==> src/rtl/vm_pkg.sv <==
package vm_pkg;

    localparam int GAIN_FRAC = 16;
    localparam int GAIN_W    = GAIN_FRAC + 1;
    localparam int OCT_STEPS = 48;
    localparam longint unsigned STEP_COEF = 64'd64600;

    typedef enum logic [1:0] {
        LV_SETTLED,
        LV_SLEW,
        LV_ARMED
    } lvl_state_e;

    typedef logic [OCT_STEPS-1:0][GAIN_W-1:0] frac_tab_t;

    // Gains for one 6 dB band, each entry one eighth-decibel below the last
    function automatic frac_tab_t build_frac_tab();
        frac_tab_t       tab;
        longint unsigned acc;
        acc = 64'd1 << GAIN_FRAC;
        for (int i = 0; i < OCT_STEPS; i++) begin
            tab[i] = acc[GAIN_W-1:0];
            acc    = (acc * STEP_COEF + (64'd1 << (GAIN_FRAC - 1))) >> GAIN_FRAC;
        end
        return tab;
    endfunction

endpackage

==> src/rtl/vm_gain_lut.sv <==
module vm_gain_lut
    import vm_pkg::*;
#(
    parameter int VOL_W = 8
) (
    input  logic [VOL_W+2:0]  level_idx,
    output logic [GAIN_W-1:0] gain
);
    localparam int LVL_W = VOL_W + 3;
    localparam int REM_W = $clog2(OCT_STEPS);
    localparam logic [LVL_W-1:0] MUTE_IDX = LVL_W'(1) << (VOL_W + 2);
    localparam logic [LVL_W-1:0] BAND     = LVL_W'(OCT_STEPS);
    localparam frac_tab_t FRAC = build_frac_tab();

    logic [LVL_W-1:0] band_num;
    logic [LVL_W-1:0] band_rem;

    always_comb begin
        band_num = level_idx / BAND;
        band_rem = level_idx % BAND;
        if (level_idx >= MUTE_IDX) begin
            gain = '0;
        end else begin
            gain = FRAC[band_rem[REM_W-1:0]] >> band_num;
        end
    end
endmodule

==> src/rtl/vm_silence_watch.sv <==
module vm_silence_watch #(
    parameter int DATA_W    = 16,
    parameter int AMUTE_LEN = 8192
) (
    input  logic              clk,
    input  logic              rst_n,
    input  logic              in_valid,
    input  logic [DATA_W-1:0] in_sample,
    input  logic              watch_off,
    output logic              silent_next,
    output logic              silenced
);
    localparam int CNT_W = $clog2(AMUTE_LEN + 1);
    localparam logic [CNT_W-1:0] RUN_LAST = CNT_W'(AMUTE_LEN);

    logic [CNT_W-1:0] run_q, run_d;
    logic             silenced_q;

    always_comb begin
        run_d       = run_q;
        silent_next = silenced_q;
        if (in_valid) begin
            if (in_sample == '0) begin
                run_d = (run_q == RUN_LAST) ? run_q : run_q + CNT_W'(1);
            end else begin
                run_d = '0;
            end
            silent_next = !watch_off && (run_d == RUN_LAST);
        end
    end

    always_ff @(posedge clk) begin
        if (!rst_n) begin
            run_q      <= '0;
            silenced_q <= 1'b0;
        end else begin
            run_q      <= run_d;
            silenced_q <= silent_next;
        end
    end

    assign silenced = silenced_q;

    AST_SILENCE_RELEASE: assert property (@(posedge clk) disable iff (!rst_n)
        (in_valid && in_sample != '0) |=> !silenced_q);
    AST_SILENCE_FROM_ZERO: assert property (@(posedge clk) disable iff (!rst_n)
        $rose(silenced_q) |-> $past(in_valid && in_sample == '0));
    AST_SILENCE_DISABLED: assert property (@(posedge clk) disable iff (!rst_n)
        (in_valid && watch_off) |=> !silenced_q);
endmodule

==> src/rtl/vm_level_ctrl.sv <==
module vm_level_ctrl
    import vm_pkg::*;
#(
    parameter int DATA_W     = 16,
    parameter int VOL_W      = 8,
    parameter int ZC_TIMEOUT = 1024
) (
    input  logic                     clk,
    input  logic                     rst_n,
    input  logic                     in_valid,
    input  logic signed [DATA_W-1:0] in_sample,
    input  logic [VOL_W-1:0]         vol_code,
    input  logic                     force_mute,
    input  logic                     soft_en,
    input  logic                     zc_en,
    output logic                     out_valid,
    output logic signed [DATA_W-1:0] out_sample,
    output logic                     at_mute
);
    localparam int LVL_W  = VOL_W + 3;
    localparam int ZC_W   = $clog2(ZC_TIMEOUT);
    localparam int PROD_W = DATA_W + GAIN_W + 1;
    localparam logic [LVL_W-1:0] MUTE_IDX = LVL_W'(1) << (VOL_W + 2);
    localparam logic [ZC_W-1:0]  ZC_LAST  = ZC_W'(ZC_TIMEOUT - 1);
    localparam logic signed [PROD_W-1:0] HALF_LSB = PROD_W'(64'sd1 <<< (GAIN_FRAC - 1));
    localparam logic signed [PROD_W-1:0] SAT_HI   = PROD_W'((64'sd1 <<< (DATA_W - 1)) - 64'sd1);
    localparam logic signed [PROD_W-1:0] SAT_LO   = -SAT_HI - PROD_W'(1);

    lvl_state_e               state_q, state_d;
    logic [LVL_W-1:0]         level_q, level_d, target, step_lvl;
    logic [ZC_W-1:0]          zc_cnt_q, zc_cnt_d;
    logic signed [DATA_W-1:0] prev_q;
    logic                     crossing, gate_open, pending;
    logic [GAIN_W-1:0]        gain;
    logic signed [PROD_W-1:0] prod, rounded;
    logic signed [DATA_W-1:0] out_d, out_q;
    logic                     out_valid_q;

    always_comb begin
        target    = force_mute ? MUTE_IDX : {1'b0, vol_code, 2'b00};
        pending   = (level_q != target);
        crossing  = (prev_q == '0) || (in_sample == '0) ||
                    (prev_q[DATA_W-1] != in_sample[DATA_W-1]);
        gate_open = !zc_en || crossing || (zc_cnt_q == ZC_LAST);
        if (!soft_en) begin
            step_lvl = target;
        end else if (target > level_q) begin
            step_lvl = level_q + LVL_W'(1);
        end else begin
            step_lvl = level_q - LVL_W'(1);
        end
    end

    // Next-state process
    always_comb begin
        state_d  = state_q;
        level_d  = level_q;
        zc_cnt_d = zc_cnt_q;
        if (in_valid) begin
            unique case (state_q)
                LV_SETTLED, LV_SLEW: begin
                    if (pending) begin
                        if (gate_open) level_d = step_lvl;
                        else           zc_cnt_d = ZC_W'(1);
                    end
                end
                LV_ARMED: begin
                    if (!pending) begin
                        zc_cnt_d = '0;
                    end else if (gate_open) begin
                        level_d  = step_lvl;
                        zc_cnt_d = '0;
                    end else begin
                        zc_cnt_d = zc_cnt_q + ZC_W'(1);
                    end
                end
                default: ;
            endcase
            if (level_d == target) state_d = LV_SETTLED;
            else if (zc_en)        state_d = LV_ARMED;
            else                   state_d = LV_SLEW;
            if (state_d != LV_ARMED) zc_cnt_d = '0;
        end
    end

    vm_gain_lut #(.VOL_W(VOL_W)) u_gain (
        .level_idx (level_d),
        .gain      (gain)
    );

    always_comb begin
        prod    = PROD_W'(in_sample) * $signed({1'b0, gain});
        rounded = (prod + HALF_LSB) >>> GAIN_FRAC;
        if (rounded > SAT_HI)      out_d = SAT_HI[DATA_W-1:0];
        else if (rounded < SAT_LO) out_d = SAT_LO[DATA_W-1:0];
        else                       out_d = rounded[DATA_W-1:0];
    end

    // State register process
    always_ff @(posedge clk) begin
        if (!rst_n) begin
            state_q     <= LV_SETTLED;
            level_q     <= '0;
            zc_cnt_q    <= '0;
            prev_q      <= '0;
            out_valid_q <= 1'b0;
            out_q       <= '0;
        end else begin
            state_q     <= state_d;
            level_q     <= level_d;
            zc_cnt_q    <= zc_cnt_d;
            out_valid_q <= in_valid;
            if (in_valid) begin
                prev_q <= in_sample;
                out_q  <= out_d;
            end
        end
    end

    assign out_valid  = out_valid_q;
    assign out_sample = out_q;
    assign at_mute    = (level_q == MUTE_IDX);

    AST_IDLE_HOLDS: assert property (@(posedge clk) disable iff (!rst_n)
        !in_valid |=> ($stable(level_q) && !out_valid_q));
    AST_SOFT_ONE_STEP: assert property (@(posedge clk) disable iff (!rst_n)
        (in_valid && soft_en) |=> ((level_q == $past(level_q)) ||
                                   (level_q == $past(level_q) + LVL_W'(1)) ||
                                   (level_q == $past(level_q) - LVL_W'(1))));
    AST_ZC_WAITS: assert property (@(posedge clk) disable iff (!rst_n)
        (in_valid && zc_en && !crossing && zc_cnt_q != ZC_LAST) |=> $stable(level_q));
endmodule

==> src/rtl/vm_volume_mute.sv <==
module vm_volume_mute
    import vm_pkg::*;
#(
    parameter int DATA_W     = 16,
    parameter int VOL_W      = 8,
    parameter int ZC_TIMEOUT = 1024,
    parameter int AMUTE_LEN  = 8192
) (
    input  logic                     clk,
    input  logic                     rst_n,
    input  logic                     in_valid_a,
    input  logic signed [DATA_W-1:0] in_sample_a,
    input  logic                     in_valid_b,
    input  logic signed [DATA_W-1:0] in_sample_b,
    input  logic [VOL_W-1:0]         vol_a,
    input  logic [VOL_W-1:0]         vol_b,
    input  logic                     vol_b_follow,
    input  logic                     mute_a,
    input  logic                     mute_b,
    input  logic                     soft_en,
    input  logic                     zc_en,
    input  logic                     auto_mute_off,
    output logic                     out_valid_a,
    output logic signed [DATA_W-1:0] out_sample_a,
    output logic                     out_valid_b,
    output logic signed [DATA_W-1:0] out_sample_b,
    output logic                     muted_a,
    output logic                     muted_b
);
    localparam int NUM_CH = 2;

    logic [NUM_CH-1:0]             ch_valid, ch_man_mute, ch_silent_d, ch_silenced;
    logic [NUM_CH-1:0]             ch_at_mute, ch_out_valid;
    logic [NUM_CH-1:0][DATA_W-1:0] ch_sample, ch_out;
    logic [NUM_CH-1:0][VOL_W-1:0]  ch_vol;

    assign ch_valid    = {in_valid_b, in_valid_a};
    assign ch_sample   = {in_sample_b, in_sample_a};
    assign ch_man_mute = {mute_b, mute_a};
    assign ch_vol[0]   = vol_a;
    assign ch_vol[1]   = vol_b_follow ? vol_a : vol_b;

    for (genvar c = 0; c < NUM_CH; c++) begin : g_ch
        vm_silence_watch #(
            .DATA_W    (DATA_W),
            .AMUTE_LEN (AMUTE_LEN)
        ) u_watch (
            .clk         (clk),
            .rst_n       (rst_n),
            .in_valid    (ch_valid[c]),
            .in_sample   (ch_sample[c]),
            .watch_off   (auto_mute_off),
            .silent_next (ch_silent_d[c]),
            .silenced    (ch_silenced[c])
        );

        vm_level_ctrl #(
            .DATA_W     (DATA_W),
            .VOL_W      (VOL_W),
            .ZC_TIMEOUT (ZC_TIMEOUT)
        ) u_level (
            .clk        (clk),
            .rst_n      (rst_n),
            .in_valid   (ch_valid[c]),
            .in_sample  (ch_sample[c]),
            .vol_code   (ch_vol[c]),
            .force_mute (ch_man_mute[c] | ch_silent_d[c]),
            .soft_en    (soft_en),
            .zc_en      (zc_en),
            .out_valid  (ch_out_valid[c]),
            .out_sample (ch_out[c]),
            .at_mute    (ch_at_mute[c])
        );
    end

    assign out_valid_a  = ch_out_valid[0];
    assign out_valid_b  = ch_out_valid[1];
    assign out_sample_a = ch_out[0];
    assign out_sample_b = ch_out[1];
    assign muted_a      = ch_silenced[0] | ch_at_mute[0];
    assign muted_b      = ch_silenced[1] | ch_at_mute[1];

    AST_MUTED_ZERO_A: assert property (@(posedge clk) disable iff (!rst_n)
        (out_valid_a && muted_a) |-> (out_sample_a == '0));
    AST_MUTED_ZERO_B: assert property (@(posedge clk) disable iff (!rst_n)
        (out_valid_b && muted_b) |-> (out_sample_b == '0));
endmodule

==> config.mk <==
export PLATFORM = sky130hd
export DESIGN_NAME = vm_volume_mute
export DESIGN_NICKNAME = d
export VERILOG_FILES = /design/src/rtl/vm_pkg.sv /design/src/rtl/vm_gain_lut.sv /design/src/rtl/vm_silence_watch.sv /design/src/rtl/vm_level_ctrl.sv /design/src/rtl/vm_volume_mute.sv
export SDC_FILE = /design/constraint.sdc
export NUM_CORES = 2
export LEC_CHECK = 0
export ABC_AREA = 0
export CAP_MARGIN = 20
export CORE_MARGIN = 3
export CORE_UTILIZATION = 45
export DETAILED_ROUTE_END_ITERATION = 10
export DONT_BUFFER_PORTS = 1
export PLACE_DENSITY_LB_ADDON = 0.05
export SLEW_MARGIN = 20
export SYNTH_ARGS = -nofsm -noshare
export SYNTH_HDL_FRONTEND = slang
export SYNTH_SLANG_ARGS = --single-unit
==> constraint.sdc <==
create_clock -name clk -period 45.6 [get_ports clk]
set_input_delay 2.28 -clock clk [delete_from_list [all_inputs] [get_ports clk]]
set_output_delay 2.28 -clock clk [all_outputs]
set_load 0.05 [all_outputs]
# ---- Word level (Yosys, flattened, before mapping)
# Memories as Yosys holds them, arrays and structs flattened.
# Cells that the tools add are included.
dict set report totals {
  register_bits 142
  out_inout_bits 36
  wordCells 150
  mem_bits_ro 2176
  mem_count 2
  input_bits 58
}
# name words width read_ports rd_ports_with_merged_regs wr line_no
set memory_table {}
lappend memory_table {{(name not given)} 64 17 1 0 0 vm_gain_lut.sv:24} ;# gain = FRAC[band_rem[REM_W-1:0]] >> band_num;
lappend memory_table {{(name not given)} 64 17 1 0 0 vm_gain_lut.sv:24}
dict set report classes {
  order_cmp 10
  n_div 4
  multipliers 2
  muxes 50
  bitwise 4
  shift 2
  reduce_logical 26
  n_addsub 10
  eq_ne 24
}
# cell count
set op_table {}
lappend op_table {{two-way mux 11 bit} 16}
lappend op_table {{two-way mux 10 bit} 10}
lappend op_table {{two-way mux 14 bit} 6}
lappend op_table {{adder 34 x 17 -> 34 bit, second input constant} 2}
lappend op_table {{multiplier 16 x 18 -> 34 bit} 2}
lappend op_table {{two-way mux 17 bit} 4}
lappend op_table {{logical NOT 16 bit} 4}
lappend op_table {{two-way mux 16 bit} 4}
lappend op_table {{equality test 14 bit, second input constant} 4}
lappend op_table {{case mux 10 bit (2 select lines)} 2}
lappend op_table {{> comparator 18 x 16 -> 1 bit, second input constant} 2}
lappend op_table {{less-than comparator 18 x 16 -> 1 bit, second input constant} 2}
lappend op_table {{right shift 17 x 11 -> 17 bit} 2}
lappend op_table {{adder 14 x 1 -> 14 bit, second input constant} 2}
lappend op_table {{adder 11 x 1 -> 11 bit, second input constant} 2}
lappend op_table {{divider 11 x 6 -> 11 bit, second input constant} 2}
lappend op_table {{equality test 11 bit} 2}
lappend op_table {{equality test 11 bit, second input constant} 2}
lappend op_table {{>= comparator 11 bit, second input constant} 2}
lappend op_table {{> comparator 11 bit} 2}
lappend op_table {{modulo 11 x 6 -> 11 bit, second input constant} 2}
lappend op_table {{!= test 11 bit} 2}
lappend op_table {{subtractor 11 x 1 -> 11 bit, second input constant} 2}
lappend op_table {{adder 10 x 1 -> 10 bit, second input constant} 2}
lappend op_table {{other kinds (20)} 50}

# ---- Depth between registers and ports, before layout
dict set report logic_depth {
  ltp_word 27
  depth_mapped 87
  depth_no_buf 78
}

# ---- Hierarchy
# Synthesis repeated with hierarchy kept, for this count alone.
dict set report unflattened {
  hier_cells 4235
  area_unflattened_um2 34673.3
}
# module cells_each instances area_per_inst_um2 seq_area_each_um2
set by_module_without_submodules {}
lappend by_module_without_submodules {{vm_level_ctrl (g_ch[1].u_level)} 1436 1 12429.4 1121.1}
lappend by_module_without_submodules {{vm_level_ctrl (g_ch[0].u_level)} 1392 1 12197.9 1121.1}
lappend by_module_without_submodules {{vm_gain_lut (g_ch[1].u_level.u_gain)} 550 1 3734.8 0.0}
lappend by_module_without_submodules {{vm_gain_lut (g_ch[0].u_level.u_gain)} 536 1 3692.3 0.0}
lappend by_module_without_submodules {vm_silence_watch 154 2 1231.2 300.3}
lappend by_module_without_submodules {vm_volume_mute 13 1 156.4 0.0}

# ---- Worst setup path before layout
# Ideal clock, no wire load.
dict set report synth_path {
  kind {input -> register}
  start {input in_sample_a[7]}
  end {register g_ch[0].u_level.out_q[9]}
  setup_slack_ns 26.417
  path_buffers 13
  required_time_ns 45.468
  arrival_time_ns 19.050
  stages 79
  cell_sequence {buf_2 -> nor4_2 -> and4_1 -> buf_4 -> o2111ai_1 -> nor4_1 -> a21oi_1 -> clkbuf_1 -> and2_1 -> ha_1 -> a2111oi_0 -> o21ai_0 -> o21bai_1 -> and3_1 -> clkbuf_1 -> inv_1 -> ha_1 -> xnor2_1 -> [... 43 more ...] -> fa_1 -> inv_1 -> ha_1 -> a22oi_1 -> o2111ai_1 -> o221ai_1 -> inv_1 -> nand4_1 -> o31a_1 -> o21a_2 -> o31ai_4 -> mux2i_1 -> a21oi_1 -> or4_1 -> buf_2 -> buf_2 -> nand2_1 -> a21oi_1}
}
dict set report synth_between {
  elab_chain_len 26
}
# item line_no
set synth_rtl {}
lappend synth_rtl {{start: declaration} vm_volume_mute.sv:12} ;# input logic signed [DATA_W-1:0] in_sample_a,
lappend synth_rtl {{logical NOT 16 bit} {vm_silence_watch.sv:23, vm_level_ctrl.sv:42}}
lappend synth_rtl {{two-way mux 14 bit} vm_silence_watch.sv:23} ;# if (in_sample == '0) begin
lappend synth_rtl {{two-way mux 14 bit} vm_silence_watch.sv:22} ;# if (in_valid) begin
lappend synth_rtl {{equality test 14 bit} vm_silence_watch.sv:28} ;# silent_next = !watch_off && (run_d == RUN_LAST);
lappend synth_rtl {{logical AND 1 bit} vm_silence_watch.sv:28}
lappend synth_rtl {{two-way mux 1 bit} vm_silence_watch.sv:22}
lappend synth_rtl {{OR 1 bit} vm_volume_mute.sv:67} ;# .force_mute (ch_man_mute[c] | ch_silent_d[c]),
lappend synth_rtl {{two-way mux 11 bit} vm_level_ctrl.sv:40} ;# target = force_mute ? MUTE_IDX : {1'b0, vol_code, 2'b00};
lappend synth_rtl {{[... 10 more ...]} --}
lappend synth_rtl {{two-way mux 17 bit (not written as such)} vm_gain_lut.sv:24}
lappend synth_rtl {{right shift 17 x 11 -> 17 bit} vm_gain_lut.sv:24}
lappend synth_rtl {{two-way mux 17 bit} vm_gain_lut.sv:21} ;# if (level_idx >= MUTE_IDX) begin
lappend synth_rtl {{multiplier 16 x 18 -> 34 bit (*)} vm_level_ctrl.sv:92} ;# prod = PROD_W'(in_sample) * $signed({1'b0, gain});
lappend synth_rtl {{adder 34 x 17 -> 34 bit (*)} vm_level_ctrl.sv:93} ;# rounded = (prod + HALF_LSB) >>> GAIN_FRAC;
lappend synth_rtl {{less-than comparator 18 x 16 -> 1 bit} vm_level_ctrl.sv:95} ;# else if (rounded < SAT_LO) out_d = SAT_LO[DATA_W-1:0];
lappend synth_rtl {{two-way mux 16 bit} vm_level_ctrl.sv:95}
lappend synth_rtl {{two-way mux 16 bit (*)} vm_level_ctrl.sv:94} ;# if (rounded > SAT_HI) out_d = SAT_HI[DATA_W-1:0];
lappend synth_rtl {{end signal: assignment} vm_level_ctrl.sv:115} ;# out_q <= out_d;
lappend synth_rtl {{end: declaration} vm_level_ctrl.sv:36} ;# logic signed [DATA_W-1:0] out_d, out_q;
# Mark *: on every way between the ends. The rest lies on a longest branch, timed or not. The select of a mux whose other input is x is not followed.
# A chain may end at the register's enable or synchronous reset.

# ---- Final worst setup path
dict set report layout_path {
  start {input in_sample_b[11]}
  end {register g_ch[1].u_level.out_q[10]}
}
dict set report layout_between {
  elab_chain_len 26
}
# item line_no
set layout_rtl {}
lappend layout_rtl {{start: declaration} vm_volume_mute.sv:14} ;# input logic signed [DATA_W-1:0] in_sample_b,
lappend layout_rtl {{logical NOT 16 bit (*)} {vm_silence_watch.sv:23, vm_level_ctrl.sv:42}}
lappend layout_rtl {{two-way mux 14 bit} vm_silence_watch.sv:23}
lappend layout_rtl {{two-way mux 14 bit} vm_silence_watch.sv:22}
lappend layout_rtl {{equality test 14 bit} vm_silence_watch.sv:28}
lappend layout_rtl {{logical AND 1 bit} vm_silence_watch.sv:28}
lappend layout_rtl {{two-way mux 1 bit} vm_silence_watch.sv:22}
lappend layout_rtl {{OR 1 bit} vm_volume_mute.sv:67}
lappend layout_rtl {{two-way mux 11 bit} vm_level_ctrl.sv:40}
lappend layout_rtl {{[... 8 more ...]} --}
lappend layout_rtl {{via g_ch[1].u_level.level_d[1]} vm_level_ctrl.sv:30} ;# logic [LVL_W-1:0] level_q, level_d, target, step_lvl;
lappend layout_rtl {{[... 2 more ...]} --}
lappend layout_rtl {{two-way mux 17 bit (not written as such)} vm_gain_lut.sv:24}
lappend layout_rtl {{right shift 17 x 11 -> 17 bit} vm_gain_lut.sv:24}
lappend layout_rtl {{two-way mux 17 bit (*)} vm_gain_lut.sv:21}
lappend layout_rtl {{multiplier 16 x 18 -> 34 bit (*)} vm_level_ctrl.sv:92}
lappend layout_rtl {{adder 34 x 17 -> 34 bit (*)} vm_level_ctrl.sv:93}
lappend layout_rtl {{less-than comparator 18 x 16 -> 1 bit} vm_level_ctrl.sv:95}
lappend layout_rtl {{two-way mux 16 bit} vm_level_ctrl.sv:95}
lappend layout_rtl {{two-way mux 16 bit (*)} vm_level_ctrl.sv:94}
lappend layout_rtl {{end signal: assignment} vm_level_ctrl.sv:115}
lappend layout_rtl {{end: declaration} vm_level_ctrl.sv:36}
# Mark *: on every way through the listed nets, which the timed path passes. The rest lies on a longest branch. The select of a mux whose other input is x is not followed.

==> results by group <==
Placed design
  – Dpl ws: 22.10 ns
  – Cells after DPL: 5296
  – IO Port Bufs: 0
  – Detailed placement HPWL: 82700 um
  – Global placer's final weighted congestion: 0.939

Routing
  – DRT Pass-1 Iters: 6
  – Total wire length: 107000 um
  – Via/cell ratio: 5.85
  – Initial DRC Count: 2203
  – DRC: 0
  – Via count: 31156
  – Post-route ant nets: 0
  – Routed wire per std cell: 20.1 um

GRT
  – First-pass GRT wire length: 176000 um
  – Number of global-route vias before repair: 31667
  – GRT Util Overall: 26.7%
  – Initial antenna violation count: 0
  – Largest net degree at the start of global routing: 119
  – Grt total ovfl: 0

Yosys
  – Mapped Area: 35000 um2
  – Post-synth top flop: dfxtp_1
  – EDFF count, synth: 0
  – Syn avg cell area: 7.86 um2
  – Syn Inst Count: 4454
  – Synth warn: 0
  – Flops & latches, synth: 142
  – Share of the synthesized area in the top cell type: 23.8%
  – Top cells by area in the synthesized netlist: fa_1 (24%), ha_1 (11%), dfxtp_1 (8.1%), inv_1 (6.3%), nand2_1 (5.4%)
  – Leading area contributor after synthesis: fa_1
  – Mapped Nets: 5237
  – Sequential element share of the synthesized area: 8.12%
  – Ys async rst share: 0%
  – Post-synth cell types: 121

Setup path
  – Cells on worst reg2reg path: 68
  – Critical Path Stages: 67
  – CP Class: in -> reg
  – CP endpoint kind: flop
  – Crit-path leading delay family: simple AND/OR/NAND/NOR gates
  – Reg2reg start: g_ch[1].u_watch.run_q[1]
  – Crit path launch: in_sample_b[11]
  – Startpoint Class: primary input
  – CP max-delay cell: a21oi_2
  – Reg-to-reg slack, setup: 24.17 ns
  – Critical Path RT: 46.01 ns
  – Reg-to-Reg End: g_ch[1].u_level.out_sample[10]
  – Crit path buf inv count: 5
  – Worst Path Arrival: 23.50 ns
  – Crit path max fanout: 21
  – Critical Path Max Stage Delay: 0.76 ns
  – Worst Setup EP: g_ch[1].u_level.out_sample[10]

Timing
  – Relative slew margins: 32.8%
  – Tcrit/Tclk final: 50.6%
  – Final setup viols: 0
  – Worst Clk Skew: 0.0169 ns
  – Slew Viols, Final: 0
  – Fmax: 43.3 MHz
  – Tightest Pin Transition: 1.00 ns
  – Min Clock Period, post-route: 23.09 ns
  – RSZ-0062 raised after global routing: no
  – Final setup margin: 22.51 ns
  – Setup_tns: 0 ns
  – Final Hold Viols: 0

Cells and area
  – Layout Cells excl Fill: 5328
  – Layout cells sized above 1: 4.72%
  – Area Overhead vs Synth: 3.74%
  – Antenna fix cells: 0
  – Layout Nets: 5068

Floorplan
  – Die footprint: 81200 um2
  – Die extent in y: 285 um
  – Die width: 285 um
  – FP Rows: 101
  – Ports: 94
  – Core Area: 76600 um2
  – Initial Utilization: 45.7%

Run
  – MaxCap Viol Count: 0

CTS
  – Postcts setup bufs: 0
  – CTS resizes: 0
  – CTS H-tree depth: 4
  – Root buffer cell: clkbuf_16
  – CTS Sinks: 142
  – CTS buffer count: 17
  – CTS Hold Bufs: 0
  – Clk_lat worst skew: 0.48 ns
  – Worst-path clk slew: 0.08 ns
  – CTS tree: done
  – CTS max path bufs: 2

Status
  – Status: complete, no violations

Hold path
  – Worst hold path type: reg -> reg
-- layout make-up --
| type | count | area [um2] |
|---|---|---|
| fillers | 7785 | 40200 |
| multi-input cells | 3480 | 29000 |
| flip-flops and latches | 142 | 2840 |
| inverters | 589 | 2210 |
| well taps | 1030 | 1290 |
| clock buffers | 17 | 425 |
| repair buffers | 55 | 413 |
| clock inverters | 15 | 165 |
-- worst min-delay path by stage --
stage	depth (start not counted)	startpoint	slack (ns)	endpoint
finish	2	g_ch[1].u_level.zc_cnt_q[1]	0.48	g_ch[1].u_level.zc_cnt_q[1]
global route	2	g_ch[1].u_level.zc_cnt_q[1]	0.50	g_ch[1].u_level.zc_cnt_q[1]
detailed placement	2	g_ch[1].u_level.zc_cnt_q[1]	0.47	g_ch[1].u_level.zc_cnt_q[1]
global placement	2	g_ch[1].u_level.zc_cnt_q[1]	0.47	g_ch[1].u_level.zc_cnt_q[1]
floorplan	2	g_ch[0].u_level.zc_cnt_q[1]	0.45	g_ch[0].u_level.zc_cnt_q[1]
CTS	2	g_ch[1].u_level.zc_cnt_q[1]	0.48	g_ch[1].u_level.zc_cnt_q[1]
-- worst min-delay path, delay by kind of cell (launching register included) --
kind	cells	cell delay, ns
AOI/OAI and AO/OA	1	0.06
DFF	1	0.33
and+or+nand+nor	1	0.05
-- cell usage in the layout, fill, tap and decap left out, drive strengths merged, types with 26 or more instances in the layout --
cell    netlist  final
and2        273    273
ha          309    309
a22oi        27     27
nand3       114    114
nand4        54     54
inv         586    596
mux2i        94     94
o211ai       56     56
o21a         38     38
a21o         26     26
nor2b        64     64
a31oi        38     38
nor2        240    240
and3        118    118
xnor2        72     72
a21boi       29     29
a21oi       180    180
buf          58     55
dfxtp       142    142
nand2b       32     32
a211oi       37     37
or3          40     40
nor4         41     41
nor3        100    100
o21ai       195    195
nand2       505    505
fa          416    416
-- flip-flops by register name, indices dropped and copies added, names as in the netlist --
register / cells
g_ch.u_level.state_q: 4
g_ch.u_level.prev_q: 32
g_ch.u_level.level_q: 22
g_ch.u_watch.silenced: 2
g_ch.u_level.out_valid: 2
g_ch.u_level.zc_cnt_q: 20
g_ch.u_watch.run_q: 28
g_ch.u_level.out_sample: 32
-- layer usage --
layer	vias up	GRT usage, %	wire (um)
met1	15302	34.9	47100
met2	871	46.5	52100
met3	177	2.82	4840
met4	0	8.15	3160
li1	14806	-	-
met5	-	0	0
-- cell families (layout without fill, tap and decap cells) --
| family | count (synthesis) | after routing | share of synthesized area, % |
|---|---|---|---|
| buffers and inverters | 832 | 676 | 9.28 |
| AO/OA/AOI/OAI | 883 | 883 | 17.5 |
| multiplexers | 114 | 114 | 3.45 |
| flip-flops | 142 | 142 | 8.12 |
| adder cells (fa/ha/maj) | 726 | 726 | 34.8 |
| AND/OR/NAND/NOR | 1665 | 1665 | 24.4 |
| XOR/XNOR | 92 | 92 | 2.45 |
-- metrics by stage --
stage | area, um2 | utilization, % | hold slack, ns
6_report | 36300 | 47.5 | 0.482
4_1_cts | 36300 | 47.4 | 0.485
5_1_grt | 36300 | 47.5 | 0.505
3_5_place_dp | 35700 | 46.7 | 0.474
3_3_place_gp | 35700 | 46.7 | 0.470
2_1_floorplan | 35000 | - | 0.454
-- cell usage after synthesis, types with 11 or more instances --
cell       instances
a211o_1           15
a211oi_1          34
a21boi_0          27
a21o_1            26
a21oi_1          175
a22oi_1           27
a31oi_1           34
a32oi_1           11
and2_1           268
and3_1           118
and4_1            15
buf_1             11
buf_2             32
clkbuf_1         182
dfxtp_1          142
fa_1             416
ha_1             309
inv_1            585
mux2_2            19
mux2i_1           90
nand2_1          504
nand2b_1          32
nand3_1          113
nand4_1           53
nor2_1           238
nor2b_1           63
nor3_1            95
nor3b_1           11
nor4_1            35
o2111ai_1         15
o211a_1           17
o211ai_1          54
o21a_1            37
o21ai_0          173
o21ai_1           18
o21bai_1          13
o221ai_1          11
o22ai_1           24
o31a_1            11
o31ai_1           19
or2_2             13
or3_1             40
xnor2_1           70
xor2_1            18
Power is left out: the tool's default activity adds up to more than one toggle a clock period on the data nets, which glitch-free logic cannot reach.
